### config.mk
export PLATFORM = sky130hd
export DESIGN_NAME = dtmf_pair_classifier
export DESIGN_NICKNAME = d
export VERILOG_FILES = /design/src/rtl/dtmf_cls_pkg.sv /design/src/rtl/dtmf_edge_sync.sv /design/src/rtl/dtmf_period_meter.sv /design/src/rtl/dtmf_pair_classifier.sv
export SDC_FILE = /design/constraint.sdc
export NUM_CORES = 1
export LEC_CHECK = 0
export BUFFER_PORTS_ARGS = -buffer_cell sky130_fd_sc_hd__buf_2
export CORE_ASPECT_RATIO = 1.25
export CORE_UTILIZATION = 55
export CTS_CLUSTER_SIZE = 14
export DETAILED_ROUTE_END_ITERATION = 8
export HOLD_SLACK_MARGIN = 0.03
export PLACE_DENSITY = 0.71
export SKIP_LAST_GASP = 1
export SYNTH_ARGS = -nofsm -noshare
export SYNTH_HDL_FRONTEND = slang
export SYNTH_SLANG_ARGS = --single-unit
### constraint.sdc
create_clock -name clk -period 7.3 [get_ports clk]
set_input_delay 0.365 -clock clk [delete_from_list [all_inputs] [get_ports clk]]
set_output_delay 0.365 -clock clk [all_outputs]
set_load 0.005 [all_outputs]
### src/rtl/dtmf_cls_pkg.sv
package dtmf_cls_pkg;

    localparam int unsigned TONES = 4;

    typedef struct packed {
        logic       low_ok;
        logic       high_ok;
        logic       pair;
        logic [3:0] key;
    } cls_out_t;

    // Nominal frequency of a tone; grp 0 = row band, 1 = column band
    function automatic int unsigned tone_hz(input logic grp, input int unsigned idx);
        int unsigned hz;
        if (grp == 1'b0) begin
            case (idx)
                0:       hz = 697;
                1:       hz = 770;
                2:       hz = 852;
                default: hz = 941;
            endcase
        end else begin
            case (idx)
                0:       hz = 1209;
                1:       hz = 1336;
                2:       hz = 1477;
                default: hz = 1633;
            endcase
        end
        return hz;
    endfunction

    // Shortest accepted period (frequency +2.5 %)
    function automatic int unsigned period_min(input int unsigned clk_hz, input logic grp,
                                               input int unsigned idx);
        longint unsigned num;
        longint unsigned den;
        num = 64'(clk_hz) * 64'd1000;
        den = 64'(tone_hz(grp, idx)) * 64'd1025;
        return 32'(num / den);
    endfunction

    // Longest accepted period (frequency -2.5 %)
    function automatic int unsigned period_max(input int unsigned clk_hz, input logic grp,
                                               input int unsigned idx);
        longint unsigned num;
        longint unsigned den;
        num = 64'(clk_hz) * 64'd1000;
        den = 64'(tone_hz(grp, idx)) * 64'd975;
        return 32'(num / den);
    endfunction

    // Row/column pair to keypad code
    function automatic logic [3:0] key_of(input logic [1:0] row, input logic [1:0] col);
        logic [3:0] k;
        if (col == 2'd3) begin
            k = (row == 2'd3) ? 4'd0 : 4'd13 + {2'b00, row};
        end else if (row == 2'd3) begin
            case (col)
                2'd0:    k = 4'd11;
                2'd1:    k = 4'd10;
                default: k = 4'd12;
            endcase
        end else begin
            k = {2'b00, row} * 4'd3 + {2'b00, col} + 4'd1;
        end
        return k;
    endfunction

endpackage

### src/rtl/dtmf_edge_sync.sv
module dtmf_edge_sync #(
    parameter int unsigned STAGES = 2
) (
    input  logic clk,
    input  logic rst_n,
    input  logic din_i,
    output logic rise_o
);
    logic [STAGES:0] sh_d;
    logic [STAGES:0] sh_q;

    always_comb begin
        sh_d = {sh_q[STAGES-1:0], din_i};
    end

    always_ff @(posedge clk or negedge rst_n) begin
        if (!rst_n) sh_q <= '0;
        else        sh_q <= sh_d;
    end

    assign rise_o = sh_q[STAGES-1] & ~sh_q[STAGES];

    // an edge is reported for exactly one cycle
    a_r2_single_pulse: assert property (@(posedge clk) disable iff (!rst_n)
        rise_o |=> !rise_o);

endmodule

### src/rtl/dtmf_period_meter.sv
module dtmf_period_meter
    import dtmf_cls_pkg::*;
#(
    parameter int unsigned CLK_HZ = 3579545,
    parameter bit          GROUP  = 1'b0,
    parameter int unsigned AVG_N  = 4      // power of two, at least 2
) (
    input  logic       clk,
    input  logic       rst_n,
    input  logic       rise_i,
    output logic       valid_o,
    output logic [1:0] idx_o
);
    localparam int unsigned SAT    = period_max(CLK_HZ, GROUP, 0) + 1;
    localparam int unsigned CNT_W  = $clog2(SAT + 2);
    localparam int unsigned LOG_N  = $clog2(AVG_N);
    localparam int unsigned SUM_W  = CNT_W + LOG_N;
    localparam int unsigned FILL_W = $clog2(AVG_N + 1);
    localparam logic [CNT_W-1:0]  SAT_C   = CNT_W'(SAT);
    localparam logic [FILL_W-1:0] FULL_C  = FILL_W'(AVG_N);
    localparam logic [FILL_W-1:0] LAST_C  = FILL_W'(AVG_N - 1);

    function automatic logic [TONES-1:0][CNT_W-1:0] lo_table();
        logic [TONES-1:0][CNT_W-1:0] tbl;
        for (int t = 0; t < TONES; t++) tbl[t] = CNT_W'(period_min(CLK_HZ, GROUP, t));
        return tbl;
    endfunction

    function automatic logic [TONES-1:0][CNT_W-1:0] hi_table();
        logic [TONES-1:0][CNT_W-1:0] tbl;
        for (int t = 0; t < TONES; t++) tbl[t] = CNT_W'(period_max(CLK_HZ, GROUP, t));
        return tbl;
    endfunction

    localparam logic [TONES-1:0][CNT_W-1:0] WIN_LO = lo_table();
    localparam logic [TONES-1:0][CNT_W-1:0] WIN_HI = hi_table();

    typedef struct packed {
        logic [CNT_W-1:0]            cnt;
        logic                        primed;
        logic [FILL_W-1:0]           fill;
        logic [AVG_N-1:0][CNT_W-1:0] hist;
        logic                        valid;
        logic [1:0]                  idx;
    } meter_t;

    meter_t st_d;
    meter_t st_q;

    // Datapath: candidate history including the period that ends now
    logic [CNT_W-1:0]                 sample_w;
    logic [AVG_N-1:0][CNT_W-1:0]      hist_new;
    logic [AVG_N:0][SUM_W-1:0]        acc;
    logic [TONES-1:0][AVG_N-1:0]      samp_hit;
    logic [TONES-1:0]                 mean_hit;
    logic [TONES-1:0]                 tone_hit;
    logic [1:0]                       hit_idx;

    assign sample_w    = st_q.cnt + 1'b1;
    assign hist_new[0] = sample_w;
    assign acc[0]      = '0;

    for (genvar k = 1; k < AVG_N; k++) begin : g_shift
        assign hist_new[k] = st_q.hist[k-1];
    end

    for (genvar k = 0; k < AVG_N; k++) begin : g_sum
        assign acc[k+1] = acc[k] + SUM_W'(hist_new[k]);
    end

    for (genvar t = 0; t < TONES; t++) begin : g_tone
        // floor(sum/N) in [lo,hi]  <=>  lo*N <= sum <= hi*N + N-1
        localparam logic [SUM_W-1:0] SUM_LO = SUM_W'(WIN_LO[t]) << LOG_N;
        localparam logic [SUM_W-1:0] SUM_HI = (SUM_W'(WIN_HI[t]) << LOG_N) + SUM_W'(AVG_N - 1);
        for (genvar k = 0; k < AVG_N; k++) begin : g_samp
            assign samp_hit[t][k] = (hist_new[k] >= WIN_LO[t]) && (hist_new[k] <= WIN_HI[t]);
        end
        assign mean_hit[t] = (acc[AVG_N] >= SUM_LO) && (acc[AVG_N] <= SUM_HI);
        assign tone_hit[t] = mean_hit[t] & (&samp_hit[t]);
    end

    always_comb begin
        if (tone_hit[3])      hit_idx = 2'd3;
        else if (tone_hit[2]) hit_idx = 2'd2;
        else if (tone_hit[1]) hit_idx = 2'd1;
        else                  hit_idx = 2'd0;
    end

    always_comb begin
        st_d = st_q;
        if (rise_i) begin
            if (st_q.primed) begin
                st_d.hist = hist_new;
                if (st_q.fill != FULL_C) st_d.fill = st_q.fill + 1'b1;
                if (st_q.fill >= LAST_C) begin
                    st_d.valid = |tone_hit;
                    if (|tone_hit) st_d.idx = hit_idx;
                end else begin
                    st_d.valid = 1'b0;
                end
            end
            st_d.primed = 1'b1;
            st_d.cnt    = '0;
        end else if (st_q.cnt == SAT_C) begin
            st_d.valid  = 1'b0;
            st_d.primed = 1'b0;
            st_d.fill   = '0;
        end else begin
            st_d.cnt = st_q.cnt + 1'b1;
        end
    end

    always_ff @(posedge clk or negedge rst_n) begin
        if (!rst_n) st_q <= '0;
        else        st_q <= st_d;
    end

    assign valid_o = st_q.valid;
    assign idx_o   = st_q.idx;

    // a silent band loses its flag once the counter saturates
    a_r4_sat_clears: assert property (@(posedge clk) disable iff (!rst_n)
        (st_q.cnt == SAT_C && !rise_i) |=> !valid_o);

    // an edge that only starts timing never yields a valid band
    a_r4_unprimed_edge: assert property (@(posedge clk) disable iff (!rst_n)
        (rise_i && !st_q.primed) |=> !valid_o);

    // validity needs a full history
    a_r5_full_history: assert property (@(posedge clk) disable iff (!rst_n)
        valid_o |-> (st_q.fill == FULL_C));

endmodule

### src/rtl/dtmf_pair_classifier.sv
module dtmf_pair_classifier
    import dtmf_cls_pkg::*;
#(
    parameter int unsigned CLK_HZ      = 3579545,
    parameter int unsigned AVG_N       = 4,
    parameter int unsigned SYNC_STAGES = 2
) (
    input  logic       clk,
    input  logic       rst_n,
    input  logic       low_tone_i,
    input  logic       high_tone_i,
    output logic       low_ok_o,
    output logic       high_ok_o,
    output logic       pair_valid_o,
    output logic [3:0] key_code_o
);
    localparam int unsigned GROUPS = 2;

    logic [GROUPS-1:0]      tone_w;
    logic [GROUPS-1:0]      rise_w;
    logic [GROUPS-1:0]      band_ok;
    logic [GROUPS-1:0][1:0] band_idx;

    assign tone_w = {high_tone_i, low_tone_i};

    for (genvar g = 0; g < GROUPS; g++) begin : g_band
        dtmf_edge_sync #(
            .STAGES (SYNC_STAGES)
        ) u_sync (
            .clk    (clk),
            .rst_n  (rst_n),
            .din_i  (tone_w[g]),
            .rise_o (rise_w[g])
        );

        dtmf_period_meter #(
            .CLK_HZ (CLK_HZ),
            .GROUP  (1'(g)),
            .AVG_N  (AVG_N)
        ) u_meter (
            .clk     (clk),
            .rst_n   (rst_n),
            .rise_i  (rise_w[g]),
            .valid_o (band_ok[g]),
            .idx_o   (band_idx[g])
        );
    end

    cls_out_t out_d;
    cls_out_t out_q;

    always_comb begin
        out_d         = out_q;
        out_d.low_ok  = band_ok[0];
        out_d.high_ok = band_ok[1];
        out_d.pair    = band_ok[0] & band_ok[1];
        out_d.key     = (band_ok[0] & band_ok[1]) ? key_of(band_idx[0], band_idx[1]) : 4'd0;
    end

    always_ff @(posedge clk or negedge rst_n) begin
        if (!rst_n) out_q <= '0;
        else        out_q <= out_d;
    end

    assign low_ok_o     = out_q.low_ok;
    assign high_ok_o    = out_q.high_ok;
    assign pair_valid_o = out_q.pair;
    assign key_code_o   = out_q.key;

    // the pair flag implies both band flags
    a_r6_pair_needs_both: assert property (@(posedge clk) disable iff (!rst_n)
        pair_valid_o |-> (low_ok_o && high_ok_o));

    // losing either band drops the pair flag on the next edge
    a_r6_pair_drops: assert property (@(posedge clk) disable iff (!rst_n)
        (!band_ok[0] || !band_ok[1]) |=> !pair_valid_o);

    // no code is shown without a pair
    a_r8_idle_code: assert property (@(posedge clk) disable iff (!rst_n)
        !pair_valid_o |-> (key_code_o == 4'b0000));

endmodule

==> results of run 1 <==
==> kinds of logic (layout without fill, tap and decap cells) <==
family / after synthesis / in the layout / synth area share
flip-flops: 127 / 127 / 0.283
AO/OA/AOI/OAI: 393 / 393 / 0.234
multiplexers: 31 / 31 / 0.0306
adder cells (fa/ha/maj): 106 / 106 / 0.139
buffers and inverters: 216 / 202 / 0.0742
XOR/XNOR: 60 / 60 / 0.0474
AND/OR/NAND/NOR: 423 / 423 / 0.193
==> through the flow <==
stage | util | setup slack, ps | instance area [um^2] | power, W
2_1_floorplan | - | 1680 | 11200 | 0.00211
3_3_place_gp | 0.569 | 1230 | 11400 | 0.00251
3_5_place_dp | 0.569 | 1010 | 11400 | 0.00255
4_1_cts | 0.600 | 974 | 12100 | 0.00344
5_1_grt | 0.600 | 289 | 12100 | 0.00372
6_report | 0.600 | 883 | 12100 | 0.00343
==> power breakdown <==
group          internal [W]  switching, W
combinational      0.000595      0.000976
sequential         0.000787      0.000184
clock              0.000524      0.000362
total               0.00191       0.00152
==> flip-flops by register name, summed over array words and instances, names as in the netlist <==
signal and cells:
g_band.u_meter.hist_new 75, g_band.u_meter.st_q 33, g_band.u_sync.sh_q 6, g_band.u_meter.idx_o 4
key_code_o 4, g_band.u_meter.valid_o 2, high_ok_o 1, low_ok_o 1
pair_valid_o 1
==> worst max-delay path, stage by stage (launching register included) <==
cell and delay [ps]:
dfrtp_1 600, ha_1 460, nor2b_1 310, nor2_1 130
inv_1 90, ha_1 260, nor2b_1 140, o21ai_0 190
a21oi_1 110, o21ai_0 250, a21oi_1 140, o21a_1 200
o21ai_0 190, and2_1 190, a211oi_1 90, fa_1 490
inv_1 40, ha_1 370, and3_1 260, a221o_1 330
a211oi_1 450, nand2_1 90, a2111oi_0 620, o21ai_0 160
a21bo_1 200
==> path summary, 6_finish.rpt <==
| check | from | to | cells past startpoint |
|---|---|---|---|
| max reg2reg | g_band[0].u_meter.st_q[59]$_DFFE_PN0P_ | g_band[0].u_meter.idx_o[0]$_DFFE_PN0P_ | 24 |
| min in group clk | high_tone_i | g_band[1].u_sync.sh_q[0]$_DFF_PN0_ | 1 |
| max in group asynchronous | rst_n | g_band[1].u_meter.st_q[61]$_DFFE_PN0P_ | 2 |
| min reg2reg | g_band[0].u_sync.sh_q[0]$_DFF_PN0_ | g_band[0].u_sync.sh_q[1]$_DFF_PN0_ | 0 |
| min | rst_n | g_band[1].u_meter.hist_new[38]$_DFFE_PN0P_ | 1 |
| max | g_band[0].u_meter.st_q[59]$_DFFE_PN0P_ | g_band[0].u_meter.idx_o[0]$_DFFE_PN0P_ | 24 |
==> layout make-up <==
type	count	area, um^2	share of cell area
Clock inverter	14	168	0.0139
Sequential cell	127	3180	0.264
Multi-Input combinational cell	1013	7240	0.600
Tap cell	270	338	0.0280
Timing Repair Buffer	20	134	0.0111
Inverter	150	563	0.0467
Clock buffer	18	439	0.0364
==> synth_stat cells (6+ instances only) <==
library cell    n
o31ai_1         9
xnor2_1        36
nor3_1         31
and2_1          8
nand4b_1        6
o21a_1         10
ha_1           75
a21o_1         19
clkbuf_1       54
xor2_1         23
nor4_1         20
nand2b_1        9
mux2_2         27
o21ai_0       113
o211ai_1       18
o22ai_1         7
and4_1          6
a211oi_1       20
a311oi_1        6
a41oi_1         6
nand4_1        23
o2111ai_1       7
nand2_1       126
nor2_1         83
nor2b_1        16
or2_2           7
a31oi_1        25
fa_1           31
a2111oi_0       7
o311ai_0        6
a21oi_1        62
and3_1         12
o211a_1         6
inv_1         149
nand3_1        43
dfrtp_1       127
o31a_1          7
o221ai_1        8
==> metal layers <==
| metal | track usage | routed length, um | vias to the layer above |
|---|---|---|---|
| met2 | 0.546 | 15600 | 278 |
| met4 | 0.168 | 1410 | 0 |
| met5 | 0 | 0 | - |
| met3 | 0.0402 | 981 | 75 |
| li1 | - | - | 4855 |
| met1 | 0.339 | 11900 | 4818 |
==> what timing repair did <==
action / 4_1_cts / 5_1_grt
gates resized for setup: 0 / 0
endpoints found under the hold margin: 1 / 0
hold buffers: 1 / 0
==> cell usage in the layout (no fill, tap or decap), types with 7 or more instances in the layout <==
cell / n
and2_1: 8
o221ai_1: 8
nand2_1: 124
o21a_1: 10
o22ai_1: 7
nand2b_1: 9
nor4_1: 20
a31oi_1: 25
buf_2: 9
clkbuf_16: 17
ha_1: 75
inv_1: 149
or2_2: 7
o2111ai_1: 7
nor2_1: 83
nor3_1: 31
xor2_1: 23
o21ai_0: 113
nand4_1: 23
and3_1: 12
buf_4: 9
a21oi_1: 62
a21o_1: 19
mux2_2: 27
o211ai_1: 18
a2111oi_0: 7
o31a_1: 7
dfrtp_1: 127
nor2b_1: 16
fa_1: 31
xnor2_1: 36
nand3_1: 43
a211oi_1: 20
o31ai_1: 9
==> run_results.csv, run 1 <==
group,metric,value,unit
run_status,status,"finished clean",
final_layout,diodes,0,
cts,clock_latency,430,ps
die,core,20100,um^2
grt,grt_pass1_vias,9850,
final_layout,area_growth,7.22,%
drt,drcViolationCount,0,
sta,max_freq,156,MHz
cts,cts.sinks,127,
grt,grt.total_usage,0.302,
critical_path,cp-start-kind,"register",
sta,tightest_slew,824,ps
drt,drt_iter0_drc,734,
die,die_h,162,um
drt,viasPerCell,6.22,
sta,hold_viol_final,0,
sta,finClkSkew,12.3,ps
cts,path_clk_slew,70,ps
placed_design,dpl.cell_count,1579,
drt,dr.pass1.iters,5,
synthesis,syn_avg_cell_area,8.29,um^2
cts,post-cts-setup-buffers,0,
cts,cts_made_buffers,17,
synthesis,netlist_area,11200,um^2
placed_design,place.detailed.hpwl,23000,um
final_layout,layout.nets,1439,
synthesis,syn_nets,1466,
power_and_ir_drop,p_leak,5.51,nW
sta,slew_viol_final,0,
critical_path,critPathMaxFanout,15,
synthesis,yosysSeqAreaShare,0.283,
final_layout,instances_no_fill,1612,
die,start_util,0.559,
critical_path,endpoint_kind,"register",
synthesis,synthFlopType,"dfrtp_1",
job,max_cap_violations,0,
grt,grt-ovfl-total,0,
sta,finalSetupTns,0,ps
synthesis,yosysTopAreaCell,"dfrtp_1",
power_and_ir_drop,peakVddDrop,0.000275,V
placed_design,gp_congestion,0.968,
worst_hold_path,hold_path_class,"input port to async pin",
cts,cts_buffer_depth,2,
synthesis,synth_area_leaders,"dfrtp_1, ha_1, fa_1",
sta,rsz0062_at_grt,"false",
synthesis,synth_top_cell_area_share,0.283,
sta,setup_viol,0,
synthesis,synth_edf_count,0,
sta,slew_headroom,0.448,
sta,holdWs,3.67,ps
sta,post-route-min-period,6420,ps
cts,root_buffer,"clkbuf_16",
critical_path,crit_type,"register to register",
critical_path,cp_data_arrival_time,6780,ps
cts,cts_tree,"yes",
drt,wl,29900,um
sta,fin_crit_sh,0.879,
die,io_pins,11,
grt,antenna_found_initial,0,
power_and_ir_drop,cellPowerDensity,284,nW/um^2
die,fp-row-count,58,
final_layout,drive_above_1_share,0.0782,
synthesis,ys_warn_count,0,
drt,ant_nets,0,
critical_path,worstPathRequired,7660,ps
placed_design,port_buffers,10,
synthesis,syn_inst,1356,
die,die_w,130,um
die,dieArea,21000,um^2
synthesis,ys_ff_latch,127,
cts,ctsHtreeMaxLevel,4,
final_layout,fill_cells,1851,
grt,grt_max_degree,85,
synthesis,synth.distinct_cells,87,
critical_path,r2r_slack,880,ps
drt,wl_per_cell,18.6,um
drt,vias,10000,
synthesis,async_flop_share,1.00,
grt,grt_pass1_wl,49500,um
(Power assumes the default switching activity.)
==> run 2: changes to the inputs <==
--- a/config.mk
+++ b/config.mk
@@ -7,11 +7,11 @@
 export LEC_CHECK = 0
 export BUFFER_PORTS_ARGS = -buffer_cell sky130_fd_sc_hd__buf_2
 export CORE_ASPECT_RATIO = 1.25
-export CORE_UTILIZATION = 55
+export CORE_UTILIZATION = 40
 export CTS_CLUSTER_SIZE = 14
 export DETAILED_ROUTE_END_ITERATION = 8
 export HOLD_SLACK_MARGIN = 0.03
-export PLACE_DENSITY = 0.71
+export PLACE_DENSITY = 0.55
 export SKIP_LAST_GASP = 1
 export SYNTH_ARGS = -nofsm -noshare
 export SYNTH_HDL_FRONTEND = slang
==> run 2 against run 1 <==
Against the previous run:
- the run now ends with DRC left
- hold slack improved by 350 ps
- sequential share of layout area decreased by 0.23 points
- maximum frequency decreased by 0.57%
- clock power decreased by 2.7%
- via count decreased by 1.3%
- count of clock-buffer cells in the layout increased by 2
- die area increased by 37%
- register-to-register slack got worse by 40 ps
- sequential power decreased by 1%
- clock skew about the same
- total power about the same
==> run_results.csv, run 2 (synthesis gave the netlist of run 1 again) <==
group,metric,value,unit
critical_path,crit_type,"register to register",
grt,grt.total_usage,0.234,
cts,cts_buffer_depth,2,
cts,cts.sinks,127,
final_layout,drive_above_1_share,0.0773,
sta,finalSetupTns,0,ps
power_and_ir_drop,cellPowerDensity,282,nW/um^2
drt,viasPerCell,5.84,
sta,hold_viol_final,0,
sta,slew_headroom,0.411,
final_layout,layout.nets,1442,
worst_hold_path,hp-start,"g_band[0].u_sync.sh_q[0]$_DFF_PN0_",
critical_path,endpoint_kind,"register",
cts,cts_made_buffers,17,
job,max_cap_violations,0,
worst_hold_path,min_path_cells,0,
final_layout,top_regs,"g_band.u_meter.hist_new: 75 flops, g_band.u_meter.st_q: 33 flops, g_band.u_sync.sh_q: 6 flops",
placed_design,dpl.cell_count,1660,
sta,fin_crit_sh,0.884,
critical_path,worstPathRequired,7680,ps
die,core,27700,um^2
grt,grt_pass1_vias,9961,
drt,ant_nets,0,
cts,cts_tree,"yes",
die,fp-row-count,68,
power_and_ir_drop,pwr-share-comb,0.469,
run_status,failed_checks,"DRC",
power_and_ir_drop,switchingPower,0.00152,W
drt,drt_iter0_drc,487,
final_layout,top_register,"g_band.u_meter.hist_new",
grt,grt-ovfl-total,0,
critical_path,critical-path-max-stage-delay,640,ps
sta,slew_viol_final,0,
power_and_ir_drop,p_leak,5.51,nW
critical_path,reg2reg_depth,24,
drt,drcViolationCount,2,
final_layout,fill_cells,2744,
die,die_h,189,um
die,dieArea,28800,um^2
critical_path,worstSetupStartpoint,"g_band[0].u_meter.st_q[59]$_DFFE_PN0P_",
sta,max_freq,155,MHz
power_and_ir_drop,switching_share,0.443,
run_status,status,"complete, but fails checks",
drt,wl_per_cell,19.1,um
drt,dr.pass1.iters,7,
sta,post-route-min-period,6450,ps
critical_path,cp-start-kind,"register",
die,die_w,152,um
critical_path,cp_data_arrival_time,6830,ps
grt,antenna_found_initial,0,
sta,tightest_slew,883,ps
critical_path,crit_path_cell_trace,"ha_1 > nor2b_1 > nor2_1 > inv_1 > ha_1 > nor2b_1 > o21ai_0 > a21oi_1 > o21ai_0 > a21oi_1 > o21a_1 > o21ai_0 > and2_1 > xor2_1 > fa_1 > inv_1 > ha_1 > and3_1 > a221o_1 > a211oi_1 > nand2_1 > a2111oi_0 > o21ai_0 > a21bo_1",
final_layout,finish.utilization,0.440,
sta,setup_viol,0,
grt,grt_max_degree,68,
power_and_ir_drop,p_seq_frac,0.280,
placed_design,port_buffers,10,
final_layout,mostFrequentLayoutCell,"inv_1",
critical_path,cp_common_cell,"o21ai_0",
die,start_util,0.407,
final_layout,area_growth,8.16,%
final_layout,diodes,0,
power_and_ir_drop,clock_power_share,0.251,
critical_path,critPathMaxFanout,15,
drt,wl,32300,um
sta,rsz0062_at_grt,"false",
final_layout,instances_no_fill,1695,
worst_hold_path,hold_path_class,"register to register",
drt,vias,9892,
cts,root_buffer,"clkbuf_16",
critical_path,r2r_slack,850,ps
final_layout,layout_common_cells,"inv_1, dfrtp_1, nand2_1, o21ai_0, nor2_1",
grt,grt_pass1_wl,52700,um
placed_design,gp_congestion,0.965,
power_and_ir_drop,intPower,0.00191,W
cts,clock_latency,440,ps
placed_design,place.detailed.hpwl,25000,um
cts,path_clk_slew,60,ps
die,io_pins,11,
power_and_ir_drop,peakVddDrop,0.000179,V
sta,finClkSkew,12.2,ps
critical_path,r2r_end,"g_band[0].u_meter.idx_o[0]$_DFFE_PN0P_",
final_layout,largest_reg_flops,75,
critical_path,reg2reg_from,"g_band[0].u_meter.st_q[59]$_DFFE_PN0P_",
cts,ctsHtreeMaxLevel,4,
worst_hold_path,min_to,"g_band[0].u_sync.sh_q[1]$_DFF_PN0_",
critical_path,slowest_stage,"a2111oi_0",
cts,post-cts-setup-buffers,0,
run 2: changes by cell type in the layout (fill, tap and decap cells not counted), sizes merged:
| cell | delta |
|---|---|
| inv | -7 |
| clkinv | +5 |
| clkbuf | +2 |
| dlygate4sd3 | +2 |
| buf | +1 |
run 2: per-stage QoR:
| stage | cell area [um^2] | hold WS [ps] | setup WS, ps | power (W) |
|---|---|---|---|---|
| final | 12200 | 356 | 846 | 0.00343 |
| after global routing | 12200 | 365 | 231 | 0.00371 |
| after CTS | 12200 | 361 | 871 | 0.00346 |
| after detailed placement | 11500 | 339 | 919 | 0.00258 |
| after global placement | 11500 | 332 | 1060 | 0.00257 |
| after floorplan | 11200 | 69.4 | 1680 | 0.00211 |
run 2: layout make-up:
cell class / instances / area (um^2) / share of cell area
inverter: 150 / 563 / 0.0463
timing repair buffer: 23 / 161 / 0.0133
clock inverter: 12 / 138 / 0.0113
multi-input combinational: 1013 / 7240 / 0.595
sequential: 127 / 3180 / 0.261
clock buffer: 20 / 447 / 0.0367
tap: 350 / 438 / 0.0360
run 2: power groups by stage:
stage	clock network [W]	logic, W	registers (W)
floorplan	0	0.00124	0.000872
global placement	0	0.00160	0.000968
detailed placement	0	0.00161	0.000969
CTS	0.000880	0.00162	0.000957
global route	0.000909	0.00182	0.000980
finish	0.000862	0.00161	0.000959
run 2: worst max path at each step:
| stage | cells after the start | endpoint |
|---|---|---|
| final | 24 | g_band[0].u_meter.idx_o[0]$_DFFE_PN0P_ |
| after global routing | 24 | g_band[0].u_meter.idx_o[0]$_DFFE_PN0P_ |
| after CTS | 24 | g_band[0].u_meter.idx_o[0]$_DFFE_PN0P_ |
| after detailed placement | 24 | g_band[0].u_meter.idx_o[0]$_DFFE_PN0P_ |
| after global placement | 25 | g_band[0].u_meter.valid_o$_DFFE_PN0P_ |
| after floorplan | 26 | g_band[0].u_meter.idx_o[0]$_DFFE_PN0P_ |
run 2: critical path: cells and delay by family (launching register included):
family	cells	cell delay, ps
DFF	1	590
and+or+nand+nor	6	1110
buffers and inverters	2	150
AOI/OAI and AO/OA	11	2830
adders and majority gates	4	1480
xor gates and xnor gates	1	220
run 2: repair_timing:
item / 4_1_cts / 5_1_grt
gates resized for setup: 0 / 0
hold buffers: 3 / 0
endpoints found under the hold margin: 65 / 0
run 2: layer usage:
metal	GRT usage	routed length, um	vias to the layer above
met5	0	0	-
met1	0.252	12800	4767
met3	0.0245	791	79
met4	0.133	1540	0
li1	-	-	4841
met2	0.444	17200	205
